### src/rtl/peak_sel_pkg.sv
package peak_sel_pkg;

    localparam int AMP_W = 32;
    localparam int PH_W  = 32;

    // one record slot: phase in the upper half, amplitude in the lower half
    typedef struct packed {
        logic [PH_W-1:0]  ph;
        logic [AMP_W-1:0] amp;
    } peak_t;

    localparam int SLOT_W = $bits(peak_t);

endpackage

### src/rtl/peak_tracker.sv
module peak_tracker
    import peak_sel_pkg::*;
#(
    parameter int BIN_W     = 7,
    parameter int SEARCH_HI = 63
) (
    input  logic             clk,
    input  logic             rst_n,
    input  logic             hit,
    input  logic [BIN_W-1:0] bin_i,
    input  logic [AMP_W-1:0] amp_i,
    input  logic [PH_W-1:0]  ph_i,
    output peak_t            peak_o
);

    typedef struct packed {
        logic [AMP_W-1:0] amp;
        logic [PH_W-1:0]  ph;
        logic [BIN_W-1:0] bin;
    } trk_s;

    localparam trk_s TRK_CLEAR = '{amp: '0, ph: '0, bin: '1};

    trk_s trk_d, trk_q;
    logic in_window;
    logic better;

    always_comb begin
        trk_d     = trk_q;
        in_window = (bin_i != '0) && (bin_i <= BIN_W'(SEARCH_HI));
        better    = (amp_i > trk_q.amp) ||
                    ((amp_i == trk_q.amp) && (bin_i < trk_q.bin));
        if (hit) begin
            if (bin_i == '0) begin
                trk_d = TRK_CLEAR;
            end else if (in_window && better) begin
                trk_d.amp = amp_i;
                trk_d.ph  = ph_i;
                trk_d.bin = bin_i;
            end
        end
    end

    always_ff @(posedge clk) begin
        if (!rst_n) trk_q <= TRK_CLEAR;
        else        trk_q <= trk_d;
    end

    assign peak_o.amp = trk_q.amp;
    assign peak_o.ph  = trk_q.ph;

    AST_BIN_IN_WINDOW: assert property (@(posedge clk) disable iff (!rst_n)
        (trk_q.bin == '1) || ((trk_q.bin != '0) && (trk_q.bin <= BIN_W'(SEARCH_HI))));
    AST_BIN0_CLEARS: assert property (@(posedge clk) disable iff (!rst_n)
        (hit && bin_i == '0) |=> (trk_q.amp == '0 && trk_q.bin == '1));
    AST_MAX_NO_DROP: assert property (@(posedge clk) disable iff (!rst_n)
        (hit && bin_i != '0) |=> (trk_q.amp >= $past(trk_q.amp)));
    AST_IDLE_HOLDS: assert property (@(posedge clk) disable iff (!rst_n)
        !hit |=> $stable(trk_q));

endmodule

### src/rtl/record_packer.sv
module record_packer
    import peak_sel_pkg::*;
#(
    parameter int NUM_CH = 16,
    localparam int REC_W = NUM_CH * SLOT_W
) (
    input  logic             clk,
    input  logic             rst_n,
    input  logic             last_seen,
    input  peak_t            peaks_i [NUM_CH],
    output logic             rec_valid,
    output logic [REC_W-1:0] rec_data
);

    typedef struct packed {
        logic             vld;
        logic [REC_W-1:0] data;
    } pack_s;

    pack_s pk_d, pk_q;
    logic [REC_W-1:0] flat;

    for (genvar c = 0; c < NUM_CH; c++) begin : g_slot
        assign flat[c*SLOT_W +: SLOT_W] = peaks_i[c];
    end

    always_comb begin
        pk_d     = pk_q;
        pk_d.vld = last_seen;
        if (last_seen) pk_d.data = flat;
    end

    always_ff @(posedge clk) begin
        if (!rst_n) pk_q <= '0;
        else        pk_q <= pk_d;
    end

    assign rec_valid = pk_q.vld;
    assign rec_data  = pk_q.data;

    AST_STROBE_FROM_LAST: assert property (@(posedge clk) disable iff (!rst_n)
        rec_valid |-> $past(last_seen));
    AST_DATA_HELD: assert property (@(posedge clk) disable iff (!rst_n)
        !last_seen |=> $stable(rec_data));

endmodule

### src/rtl/peak_select_top.sv
module peak_select_top
    import peak_sel_pkg::*;
#(
    parameter int NUM_CH   = 16,
    parameter int NUM_BINS = 128,
    localparam int CH_W      = $clog2(NUM_CH),
    localparam int BIN_W     = $clog2(NUM_BINS),
    localparam int SEARCH_HI = NUM_BINS / 2 - 1,
    localparam int REC_W     = NUM_CH * SLOT_W
) (
    input  logic             clk,
    input  logic             rst_n,
    input  logic             in_valid,
    input  logic [CH_W-1:0]  in_chan,
    input  logic [BIN_W-1:0] in_bin,
    input  logic [AMP_W-1:0] in_amp,
    input  logic [PH_W-1:0]  in_phase,
    output logic             rec_valid,
    output logic [REC_W-1:0] rec_data
);

    peak_t peaks [NUM_CH];
    logic  last_item;

    assign last_item = in_valid && (in_chan == CH_W'(NUM_CH - 1)) &&
                       (in_bin == BIN_W'(NUM_BINS - 1));

    for (genvar c = 0; c < NUM_CH; c++) begin : g_chan
        logic hit_c;
        assign hit_c = in_valid && (in_chan == CH_W'(c));

        peak_tracker #(
            .BIN_W     (BIN_W),
            .SEARCH_HI (SEARCH_HI)
        ) u_trk (
            .clk    (clk),
            .rst_n  (rst_n),
            .hit    (hit_c),
            .bin_i  (in_bin),
            .amp_i  (in_amp),
            .ph_i   (in_phase),
            .peak_o (peaks[c])
        );
    end

    record_packer #(
        .NUM_CH (NUM_CH)
    ) u_pack (
        .clk       (clk),
        .rst_n     (rst_n),
        .last_seen (last_item),
        .peaks_i   (peaks),
        .rec_valid (rec_valid),
        .rec_data  (rec_data)
    );

    AST_REC_AFTER_LAST: assert property (@(posedge clk) disable iff (!rst_n)
        last_item |=> rec_valid);
    AST_NO_STROBE_WHEN_IDLE: assert property (@(posedge clk) disable iff (!rst_n)
        !in_valid |=> !rec_valid);

endmodule

### config.mk
export PLATFORM = sky130hd
export DESIGN_NAME = peak_select_top
export DESIGN_NICKNAME = d
export VERILOG_FILES = /design/src/rtl/peak_sel_pkg.sv /design/src/rtl/peak_tracker.sv /design/src/rtl/record_packer.sv /design/src/rtl/peak_select_top.sv
export SDC_FILE = /design/constraint.sdc
export NUM_CORES = 2
export LEC_CHECK = 0
export ABC_AREA = 0
export BUFFER_PORTS_ARGS = -buffer_cell sky130_fd_sc_hd__buf_4
export CORE_AREA = 2 2 426 428
export DETAILED_ROUTE_END_ITERATION = 10
export DIE_AREA = 0 0 428 430
export PLACE_DENSITY = 0.72
export REMOVE_ABC_BUFFERS = 1
export SYNTH_ARGS = -nofsm -noshare
export SYNTH_HDL_FRONTEND = slang
export SYNTH_SLANG_ARGS = --single-unit
### constraint.sdc
create_clock -name clk -period 4.9 [get_ports clk]
set_clock_uncertainty 0.15 [all_clocks]
set_input_delay 0.98 -clock clk [delete_from_list [all_inputs] [get_ports clk]]
set_output_delay 0.98 -clock clk [all_outputs]
set_load 0.005 [all_outputs]
==> flow_metrics.env <==
export IMPL_clkSlewWorstSetupHoldPaths_ns=0.06
export IMPL_crit_path_end_kind="flop"
export IMPL_startpoint_type="flop"
export IMPL_grt_usage_pct=33.1
export IMPL_peakVddDrop_mv=0.344
export IMPL_syn_to_final_growth_pct=20.1
export IMPL_wire_per_inst_um=22.8
export IMPL_grt_max_degree=277
export IMPL_yosysTopAreaCell="dfxtp_1"
export IMPL_grt_overflow=0
export IMPL_p_leak_uw=0.0424
export IMPL_slew_violations=0
export IMPL_ys_ff_latch=2161
export IMPL_worstSetupPathType="flop to flop"
export IMPL_die_y_um=430
export IMPL_ff2ff_path_depth=10
export IMPL_critPathSlowestCell="nor4_1"
export IMPL_r2r_slack_ns=0.51
export IMPL_period_share_pct=89.5
export IMPL_grt_setup_unrepaired="no"
export IMPL_clk_path_buf_depth=3
export IMPL_grt_pass1_wl_um=468000
export IMPL_hpwlAfterDp_um=219000
export IMPL_placed_cells=13559
export IMPL_hp_start="in_phase[6]"
export IMPL_rows=156
export IMPL_boundaryPins=1103
export IMPL_dieArea_um2=184000
export IMPL_holdPathEnd="g_chan[2].u_trk.peak_o[38]$_SDFFE_PN0P_"
export IMPL_clock_sinks=2161
export IMPL_tritoncts="done"
export IMPL_syn_area_per_cell_um2=8.68
export IMPL_cts_hold_fix_buffers=0
export IMPL_vias=78214
export IMPL_portBuffers=1102
export IMPL_drt_total_wl_um=318000
export IMPL_p_per_area_nw_per_um2=333
export IMPL_yosysMostFrequentCell="nand2_1"
export IMPL_coreArea_um2=180000
export IMPL_synth_edf_count=0
export IMPL_start_util_pct=51.3
export IMPL_synthTopCellsByCount="nand2_1 (3023), dfxtp_1 (2161), a21boi_0 (1036)"
export IMPL_ys_top_cells_by_area="dfxtp_1 (47%), nand2_1 (12%), mux2i_1 (8.5%)"
export IMPL_r2r_start="g_chan[0].u_trk.peak_o[27]$_SDFFE_PN0P_"
export IMPL_drtAntennaViolNets=0
export IMPL_fin_crit_ns=4.39
export IMPL_nets=12092
export IMPL_ys_types=50
export IMPL_hold_depth=3
export IMPL_seq_area_um2=43300
export IMPL_cp_cell_sequence="inv_1, ha_1, nand4_1, nor4_1, nand2_1, a31oi_1, a2111oi_0, a211oi_4, buf_12, mux2i_1"
export IMPL_stdcell_count=13972
export IMPL_drive_gt1_share_pct=14.5
export IMPL_relSlewSlack_pct=10.9
export IMPL_grt_pass1_vias=75135
export IMPL_r2r_end="g_chan[0].u_trk.peak_o[44]$_SDFFE_PN0P_"
export IMPL_synth_top_area_share_pct=46.9
export IMPL_fillCellCount=15405
export IMPL_clk_latency_ns=0.90
export IMPL_yosys_warnings=0
export IMPL_power_uw=36900
export IMPL_slowest_delay_ns=1.04
export IMPL_tightest_slew_ns=1.33
export IMPL_required_ns=5.51
export IMPL_fp_dieW_um=428
export IMPL_hold_path_class="primary input to flop"
export IMPL_setup_viol=0
export IMPL_cp_arrival_ns=5.00
export IMPL_fmax_mhz=228
export IMPL_gp_congestion=0.938
export IMPL_drt_iter0_drc=6538
export IMPL_cts_resized=0
export IMPL_outcome="finished, final reports clean"
export IMPL_antenna_found_initial=12
export IMPL_ys_flop_type="dfxtp_1"
export IMPL_path_max_fanout=43
export IMPL_netlist_area_um2=92100
export IMPL_synth_async_reset_ratio_pct=0
export IMPL_vias_per_cell=5.60
export IMPL_firstDrtPassIters=6
export IMPL_final_hold_violation_count=0
export IMPL_cp_num_buf_inv=2
export IMPL_clockRootBuffer="clkbuf_16"
export IMPL_multi_input_area_um2=43900
export IMPL_ys_seq_area_share_pct=46.9
export IMPL_drcViolationCount=0
export IMPL_maxCapViolCount=0
export IMPL_synthCells=10620
export IMPL_cts_max_level=4
export IMPL_cts_setup_buffers=0
export IMPL_crit_family="simple AND/OR/NAND/NOR gates"
export IMPL_numCtsBuffers=215
-- cell usage in the layout (no fill, tap or decap), drive strengths merged, types with 26 or more instances in the layout --
cell type | netlist | final
nor2 | 102 | 102
a21oi | 268 | 268
inv | 602 | 606
nand4 | 94 | 94
nand2 | 3023 | 3023
nand3 | 359 | 359
a21boi | 1036 | 1036
nand2b | 26 | 26
o21ai | 449 | 449
nor2b | 89 | 89
a31oi | 35 | 35
clkinv | 0 | 54
buf | 139 | 1295
nor3 | 53 | 53
clkbuf | 587 | 317
dfxtp | 2161 | 2161
mux2i | 781 | 781
ha | 608 | 608
-- worst max-delay path by stage --
| stage | start | endpoint | slack (ns) | cells past startpoint |
|---|---|---|---|---|
| after floorplan | in_chan[2] | u_pack.rec_data[0]$_SDFFE_PN0P_ | -46.81 | 5 |
| after global placement | in_amp[27] | g_chan[0].u_trk.peak_o[52]$_SDFFE_PN0P_ | -0.13 | 10 |
| after detailed placement | in_amp[30] | g_chan[0].u_trk.peak_o[58]$_SDFFE_PN0P_ | -0.20 | 10 |
| after CTS | g_chan[0].u_trk.peak_o[27]$_SDFFE_PN0P_ | g_chan[0].u_trk.peak_o[44]$_SDFFE_PN0P_ | 0.66 | 10 |
| after global routing | g_chan[0].u_trk.peak_o[27]$_SDFFE_PN0P_ | g_chan[0].u_trk.peak_o[36]$_SDFFE_PN0P_ | 0.62 | 10 |
| final | g_chan[0].u_trk.peak_o[27]$_SDFFE_PN0P_ | g_chan[0].u_trk.peak_o[44]$_SDFFE_PN0P_ | 0.51 | 10 |
-- final cells by class --
cell class | count | share of cell area [%]
Tap cell | 2370 | 2.68
Antenna cell | 9 | 0.0203
Timing Repair Buffer | 1295 | 9.66
Sequential cell | 2161 | 39.1
Multi-Input combinational cell | 7131 | 39.7
Clock buffer | 317 | 5.71
Inverter | 602 | 2.04
Clock inverter | 87 | 1.12
-- registers in the layout, indices dropped and copies added (netlist names) --
name and flops:
g_chan.u_trk.peak_o 1024, g_chan.u_trk.trk_q 112, u_pack.rec_data 1024, u_pack.rec_valid 1
-- stage by stage --
| stage | hold slack (ns) | worst slack (ns) | util, % | setup TNS (ns) | instance area [um2] |
|---|---|---|---|---|---|
| floorplan | 0.279 | -46.81 | - | - | 89300 |
| global placement | 0.285 | -0.134 | 57.4 | -7.68 | 103000 |
| detailed placement | 0.291 | -0.195 | 57.4 | -9.97 | 103000 |
| CTS | 0.109 | 0.659 | 61.6 | 0 | 111000 |
| global route | 0.160 | 0.619 | 61.6 | 0 | 111000 |
| finish | 0.171 | 0.514 | 61.6 | 0 | 111000 |
-- routing by layer --
metal	GRT usage [%]	wire, um
met1	41.2	129000
met2	52.0	142000
met3	6.19	22400
met4	23.2	24800
met5	0	7
-- power breakdown --
| group | leakage [uW] | switching, uW | total [uW] | internal, uW |
|---|---|---|---|---|
| sequential | 0.0174 | 37.3 | 17700 | 17600 |
| combinational | 0.0212 | 1180 | 1750 | 566 |
| clock | 0.00371 | 7430 | 17500 | 10100 |
| total | 0.0424 | 8650 | 36900 | 28200 |
-- cells by family (layout without fill, tap and decap cells) --
logic type,count (synthesis),count (layout),synth area share [%]
flops,2161,2161,46.9
other cells,0,9,0
buf+inv,1328,2301,5.58
simple gates,3837,3837,17.1
mux,781,781,8.48
fa+ha+maj,608,608,8.26
compound gates,1905,1905,13.6
-- worst register-to-register path, delay by kind of cell, from the launching register on --
kind                       cells  cell delay, ns
and+or+nand+nor                3            1.76
buffers and inverters          2            0.43
adders and majority gates      1            0.30
DFF                            1            0.36
AOI/OAI and AO/OA              3            0.90
muxes                          1            0.36
Note: power is estimated with default switching activity, not from simulation.
